File: config.mk
export PLATFORM = sky130hd
export DESIGN_NAME = ctrl_reg_file
export DESIGN_NICKNAME = d
export VERILOG_FILES = /design/src/rtl/ctrl_reg_pkg.sv /design/src/rtl/mode_reg.sv /design/src/rtl/fault_addr_reg.sv /design/src/rtl/dir_base_reg.sv /design/src/rtl/ctrl_reg_file.sv
export SDC_FILE = /design/constraint.sdc
export NUM_CORES = 1
export LEC_CHECK = 0
export ABC_AREA = 1
export BUFFER_PORTS_ARGS = -buffer_cell sky130_fd_sc_hd__buf_2
export CAP_MARGIN = 25
export CORE_MARGIN = 2
export CORE_UTILIZATION = 30
export CTS_BUF_LIST = sky130_fd_sc_hd__clkbuf_8
export DETAILED_ROUTE_END_ITERATION = 16
export SETUP_SLACK_MARGIN = 0.02
export SLEW_MARGIN = 0
export SYNTH_ARGS = -nofsm -noshare
export SYNTH_HDL_FRONTEND = slang
export SYNTH_HIERARCHICAL = 1
export SYNTH_SLANG_ARGS = --single-unit
export TNS_END_PERCENT = 5
File: constraint.sdc
create_clock -name clk_i -period 1.2 [get_ports clk_i]
set_clock_uncertainty 0.2 [all_clocks]
set_input_delay 0.24 -clock clk_i [delete_from_list [all_inputs] [get_ports clk_i]]
set_output_delay 0.24 -clock clk_i [all_outputs]
set_load 0.1 [all_outputs]
File: src/rtl/ctrl_reg_pkg.sv
package ctrl_reg_pkg;
  localparam int unsigned XLEN       = 32;
  localparam int unsigned PG_SHIFT   = 12;
  localparam int unsigned PROT_BIT   = 0;
  localparam int unsigned TS_BIT     = 3;
  localparam int unsigned PAGING_BIT = 31;

  typedef enum logic [1:0] {
    SEL_MODE  = 2'd0,
    SEL_FAULT = 2'd1,
    SEL_DIR   = 2'd2,
    SEL_NONE  = 2'd3
  } reg_sel_e;
endpackage

File: src/rtl/mode_reg.sv
module mode_reg #(
  parameter int unsigned XLEN   = 32,
  parameter int unsigned TS_BIT = 3
) (
  input  logic            clk_i,
  input  logic            rst_ni,
  input  logic            wr_en_i,
  input  logic [XLEN-1:0] wr_data_i,
  input  logic            ts_set_i,
  input  logic            ts_clr_i,
  output logic [XLEN-1:0] q_o
);
  for (genvar b = 0; b < XLEN; b++) begin : g_bit
    logic bit_q;
    if (b == TS_BIT) begin : g_ts
      // hw set beats clear command, both beat software
      always_ff @(posedge clk_i or negedge rst_ni) begin
        if (!rst_ni)        bit_q <= 1'b0;
        else if (ts_set_i)  bit_q <= 1'b1;
        else if (ts_clr_i)  bit_q <= 1'b0;
        else if (wr_en_i)   bit_q <= wr_data_i[b];
      end
    end else begin : g_sw
      always_ff @(posedge clk_i or negedge rst_ni) begin
        if (!rst_ni)       bit_q <= 1'b0;
        else if (wr_en_i)  bit_q <= wr_data_i[b];
      end
    end
    assign q_o[b] = bit_q;
  end
endmodule

File: src/rtl/fault_addr_reg.sv
module fault_addr_reg #(
  parameter int unsigned XLEN = 32
) (
  input  logic            clk_i,
  input  logic            rst_ni,
  input  logic            load_i,
  input  logic [XLEN-1:0] addr_i,
  output logic [XLEN-1:0] q_o
);
  logic [XLEN-1:0] addr_q;

  always_ff @(posedge clk_i or negedge rst_ni) begin
    if (!rst_ni)     addr_q <= '0;
    else if (load_i) addr_q <= addr_i;
  end

  assign q_o = addr_q;
endmodule

File: src/rtl/dir_base_reg.sv
module dir_base_reg #(
  parameter int unsigned XLEN     = 32,
  parameter int unsigned PG_SHIFT = 12
) (
  input  logic                     clk_i,
  input  logic                     rst_ni,
  input  logic                     wr_en_i,
  input  logic [XLEN-1:PG_SHIFT]   wr_hi_i,
  output logic [XLEN-1:0]          base_o
);
  localparam int unsigned HI_W = XLEN - PG_SHIFT;

  logic [HI_W-1:0] hi_q;

  always_ff @(posedge clk_i or negedge rst_ni) begin
    if (!rst_ni)      hi_q <= '0;
    else if (wr_en_i) hi_q <= wr_hi_i;
  end

  if (PG_SHIFT > 0) begin : g_aligned
    assign base_o = {hi_q, {PG_SHIFT{1'b0}}};
  end else begin : g_full
    assign base_o = hi_q;
  end
endmodule

File: src/rtl/ctrl_reg_file.sv
module ctrl_reg_file
  import ctrl_reg_pkg::*;
#(
  parameter int unsigned DATA_W = ctrl_reg_pkg::XLEN,
  parameter int unsigned PG_SH  = ctrl_reg_pkg::PG_SHIFT
) (
  input  logic              clk_i,
  input  logic              rst_ni,
  input  logic              wr_en_i,
  input  logic [1:0]        reg_sel_i,
  input  logic [DATA_W-1:0] wr_data_i,
  output logic [DATA_W-1:0] rd_data_o,
  input  logic              task_switch_i,
  input  logic              ts_clear_i,
  input  logic              page_fault_i,
  input  logic [DATA_W-1:0] fault_addr_i,
  output logic              prot_en_o,
  output logic              paging_en_o,
  output logic              task_switched_o,
  output logic [DATA_W-1:0] dir_base_o
);
  reg_sel_e sel;
  logic [DATA_W-1:0] mode_q, fault_q, dir_q;
  logic mode_we, dir_we;

  assign sel     = reg_sel_e'(reg_sel_i);
  assign mode_we = wr_en_i && (sel == SEL_MODE);
  assign dir_we  = wr_en_i && (sel == SEL_DIR);

  mode_reg #(.XLEN(DATA_W), .TS_BIT(TS_BIT)) u_mode (
    .clk_i     (clk_i),
    .rst_ni    (rst_ni),
    .wr_en_i   (mode_we),
    .wr_data_i (wr_data_i),
    .ts_set_i  (task_switch_i),
    .ts_clr_i  (ts_clear_i),
    .q_o       (mode_q)
  );

  // software has no write path here
  fault_addr_reg #(.XLEN(DATA_W)) u_fault (
    .clk_i  (clk_i),
    .rst_ni (rst_ni),
    .load_i (page_fault_i),
    .addr_i (fault_addr_i),
    .q_o    (fault_q)
  );

  dir_base_reg #(.XLEN(DATA_W), .PG_SHIFT(PG_SH)) u_dir (
    .clk_i   (clk_i),
    .rst_ni  (rst_ni),
    .wr_en_i (dir_we),
    .wr_hi_i (wr_data_i[DATA_W-1:PG_SH]),
    .base_o  (dir_q)
  );

  always_comb begin
    unique case (sel)
      SEL_MODE:  rd_data_o = mode_q;
      SEL_FAULT: rd_data_o = fault_q;
      SEL_DIR:   rd_data_o = dir_q;
      default:   rd_data_o = '0;
    endcase
  end

  assign prot_en_o       = mode_q[PROT_BIT];
  assign paging_en_o     = mode_q[PAGING_BIT];
  assign task_switched_o = mode_q[TS_BIT];
  assign dir_base_o      = dir_q;
endmodule

## Yosys cells after proc, flatten, opt, wreduce, memory -nomap -nowiden

Cells that the tools add are included.

| word-level totals | value |
|---|---|
| output and inout bits | 67 |
| register bits | 84 |
| ROM bits | 0 |
| latch bits | 0 |
| memories | 0 |
| bits in writable memories | 0 |

| operators by class | value |
|---|---|
| bitwise operators | 0 |
| $mul | 0 |
| reduce and logical (&&, ||, !) cells | 4 |
| divide/modulo/power cells | 0 |
| eq/ne operators | 2 |
| order comparisons | 0 |
| add/sub/neg operators | 0 |
| shift operators | 0 |
| mux-type cells | 4 |

Operator list:

| operator | number |
|---|---|
| 32-bit case mux with 3 select lines | 1 |
| 1-bit two-way mux | 3 |
| 3-bit nonzero test | 1 |
| 2-bit by 1-bit == test with 1-bit output, second input constant | 1 |
| 2-bit == test, second input constant | 1 |
| 1-bit logical AND | 2 |
| 2-bit logical NOT | 1 |

## Logic depth before layout (Yosys ltp)

| logic depth | value |
|---|---|
| depth in word-level cells | 5 |
| depth in mapped cells | 8 |
| gate-level depth less buffers | 6 |

## By module

Netlist, hierarchy kept.

By module, submodules not included:

| module | instances | cells an instance | area an instance (um^2) |
|---|---|---|---|
| mode_reg | 1 | 173 | 1552.7 |
| fault_addr_reg | 1 | 136 | 1292.5 |
| dir_base_reg | 1 | 98 | 860.8 |
| ctrl_reg_file | 1 | 151 | 802.0 |

## Worst setup path after synthesis

OpenSTA, ideal clock, no wires.

| timing path | value |
|---|---|
| kind | register to output |
| start point | register u_dir.hi_q[0] |
| end point | output rd_data_o[12] |
| data required time | 0.760 ns |
| stages on the path, launching flop included | 3 |
| path buffers | 0 |
| data arrival time | 1.849 ns |
| slack | -1.089 ns |
| path through | dfrtp_1 > nand3_1 > nand3_1 |

| on the way | value |
|---|---|
| word-level cells in the longest chain between the ends | 1 |

RTL lines:

| what | RTL line | RTL |
|---|---|---|
| from (decl) | dir_base_reg.sv:13 | `logic [HI_W-1:0] hi_q;` |
| from (signal assigned) | dir_base_reg.sv:17 | `else if (wr_en_i) hi_q <= wr_hi_i;` |
| 32-bit case mux with 3 select lines | ctrl_reg_file.sv:58 | `unique case (sel)` |
| to (decl) | ctrl_reg_file.sv:12 | `output logic [DATA_W-1:0] rd_data_o,` |

No other way between the ends.

## Worst setup path after layout

| timing path | value |
|---|---|
| start point | register u_dir.hi_q[17] |
| end point | output rd_data_o[29] |

The elaborated chain is that of the path after synthesis.

==> results.py <==
metrics = {
    "cts": {
        "cts_buffers": 9,
        "clock-sinks": 84,
        "root_buffer": "clkbuf_8",
        "worstSkewPairLatency_ps": 350,
        "cts_buffer_depth": 2,
        "cts_tree": "yes",
        "path_clk_slew_ps": 90,
        "htree_num_levels": 3,
    },
    "finish": {
        "multi_input_area_um2": 2320,
        "n_antenna_cell": 0,
        "regArea_um2": 2180,
        "area.growth.synth_to_final_pct": 74.8,
        "drive_gt1_share_pct": 43.2,
        "n_fill_cell": 1250,
        "final_nets": 835,
        "finish.utilization_pct": 54.0,
    },
    "place": {
        "dp_hpwl_mm": 10.0,
        "port_buffers": 126,
        "gp_congestion": 0.808,
    },
    "power_and_ir_drop": {
        "powerDensity_nw_per_um2": 1410,
        "p_switching_w": 0.00451,
        "p_leak_nw": 3.92,
        "switching_share_pct": 40.6,
        "combPwrFrac_pct": 46.1,
        "clkPwrFrac_pct": 22.0,
        "max-vdd-ir-drop_mv": 0.955,
        "p_int_w": 0.00661,
        "p_seq_share_pct": 31.9,
    },
    "setup_path": {
        "start_kind": "flip-flop",
        "r2r_cells": 3,
        "crit_required_ps": 760,
        "rrSetupSlack_ps": 140,
        "startpoint": "u_dir/hi_q[17]",
        "r2r_end": "u_dir/hi_q[11]",
        "worstReg2RegStart": "u_dir/hi_q[11]",
        "crit_path_end_kind": "primary output",
        "arrival_ps": 1190,
        "endpoint": "rd_data_o[29]",
        "crit_path_max_fanout": 3,
        "path_class": "flip-flop to primary output",
    },
    "floorplan": {
        "die_x_um": 127,
        "core-area_um2": 14600,
        "ios": 139,
        "start_util_pct": 30.9,
        "dieArea_um2": 16000,
        "rows": 44,
        "die_h_um": 127,
    },
    "synthesis": {
        "async_flop_share_pct": 100,
        "synth_top_area_cell": "dfrtp_1",
        "ys_seq_elements": 84,
        "netlist_area_um2": 4510,
        "synth_most_common_cell": "nand2_1",
        "synth_enable_flop_cells": 0,
        "yosysWarningCount": 6,
        "synth.avg_cell_area_um2": 8.08,
        "synthDistinctLibCells": 17,
        "synthTopCellsByCount": "nand2_1 (264), nand3_1 (97), dfrtp_1 (84)",
        "synthCells": 558,
        "yosysTopAreaCellShare_pct": 46.6,
        "ys_seq_area_share_pct": 46.6,
        "yosys-top-cells-area": "dfrtp_1 (47%), nand2_1 (22%), nand3_1 (11%)",
        "ys.flop_type": "dfrtp_1",
    },
    "worst_hold_path": {
        "hold_path_class": "primary input to flip-flop",
        "hold_depth": 3,
    },
    "sta": {
        "rsz0062_at_grt": "yes",
        "final_hold_viol_count": 0,
        "period_minus_slack_ps": 1630,
        "setup_viol": 55,
        "max_freq_ghz": 0.612,
        "fin_crit_sh_pct": 136,
        "drv_slew": 0,
        "worst_slack_ps": -435,
        "setup_tns_ps": -21030,
    },
    "detailed_routing": {
        "first_pass_iters": 4,
        "drtIter0Drc": 226,
        "wirelength_mm": 14.3,
        "drtAntennaViolNets": 0,
        "wl_per_cell_um": 15.0,
        "viasPerCell": 4.55,
        "drc": 0,
        "num_vias": 4333,
    },
    "run": {
        "drv_cap": 0,
    },
    "global_routing": {
        "grt_max_degree": 38,
        "overflow": 0,
        "antenna_found_initial": 0,
        "globalRouteTotalUtil_pct": 18.4,
        "grt_pass1_wl_mm": 23.4,
        "first_global_vias": 4765,
    },
    "run_status": {
        "violations": "setup timing",
        "status": "complete, but fails checks",
    },
}
## worst min-delay path by stage
stage,start,end,slack (ps)
2_1_floorplan,rst_ni,u_fault/q_o[0],-260
3_3_place_gp,rst_ni,u_mode/g_bit[24].bit_q,-70
3_5_place_dp,rst_ni,u_dir/hi_q[18],-70
4_1_cts,page_fault_i,u_fault/q_o[8],60
5_1_grt,page_fault_i,u_fault/q_o[31],70
6_report,page_fault_i,u_fault/q_o[8],70
## layout by cell type (no fill, tap or decap)
| cell type | synthesis | routed |
|---|---|---|
| nand3_2 | 0 | 27 |
| clkbuf_8 | 6 | 9 |
| nand3_1 | 97 | 33 |
| bufinv_16 | 0 | 3 |
| inv_2 | 2 | 2 |
| nand3_4 | 0 | 37 |
| clkinv_2 | 0 | 1 |
| inv_1 | 5 | 6 |
| nor2_8 | 1 | 1 |
| conb_1 | 1 | 12 |
| nand2_1 | 264 | 254 |
| nand2_2 | 20 | 30 |
| dfrtp_4 | 0 | 20 |
| inv_6 | 0 | 2 |
| inv_8 | 2 | 2 |
| nor3_4 | 0 | 2 |
| dlygate4sd3_1 | 0 | 67 |
| buf_6 | 16 | 23 |
| clkinv_4 | 0 | 1 |
| buf_12 | 2 | 64 |
| dfrtp_1 | 84 | 64 |
| buf_2 | 2 | 68 |
| buf_4 | 53 | 40 |
## routing by layer
metal / track usage [%] / vias to the layer above / share of wire (%)
li1: - / 2105 / -
met1: 22.9 / 2085 / 43
met2: 32.3 / 125 / 51
met3: 2.28 / 18 / 4.3
met4: 7.30 / 0 / 1.6
met5: 0 / - / 0
## power by group through the flow
stage | registers (W) | logic [W] | clock network (W)
floorplan | 0.00435 | 0.00244 | 0
global placement | 0.00354 | 0.00482 | 0
detailed placement | 0.00356 | 0.00486 | 0
CTS | 0.00354 | 0.00512 | 0.00252
global route | 0.00360 | 0.00535 | 0.00263
finish | 0.00355 | 0.00513 | 0.00244
## worst max-delay path, cell delays in order, from the launching register on
cell and delay (ps):
dfrtp_4 500, nand3_2 80, nand3_4 70, buf_12 170
## cells by family after synthesis
group	Yosys count	share of synthesized area, %
buffers and inverters	89	17.0
DFF	84	46.6
other	1	0.0832
and+or+nand+nor	384	36.3
## metrics by stage
step	hold slack [ps]	worst slack [ps]	instances	total power [W]	cell area [um2]
after global routing	69.8	-479	952	0.0116	7880
final	69.0	-435	952	0.0111	7880
after global placement	-70.3	-441	869	0.00836	6750
after CTS	59.8	-463	952	0.0112	7810
after floorplan	-256	-240	569	0.00679	5150
after detailed placement	-65.8	-446	869	0.00842	6750
## final cells by class
class                           instances  area share (%)
Clock buffer                            9            1.57
Clock inverter                          7            1.48
Inverter                               10           0.731
Multi-Input combinational cell        396            29.5
Sequential cell                        84            27.6
Tap cell                              184            2.92
Timing Repair Buffer                  262            36.2
## flip-flops by register name, summed over array words and instances (netlist names)
name,flops
u_mode/g_bit.bit_q,32
u_fault/q_o,32
u_dir/hi_q,20
## timing repair
item | 4_1_cts | 5_1_grt
endpoints found under the setup margin | 76 | 76
hold buffers | 67 | 0
pin swaps | 14 | 10
resized for setup | 40 | 13
hold endpoints to repair | 168 | 0
buffers inserted | 0 | 0
(Power assumes the default switching activity.)
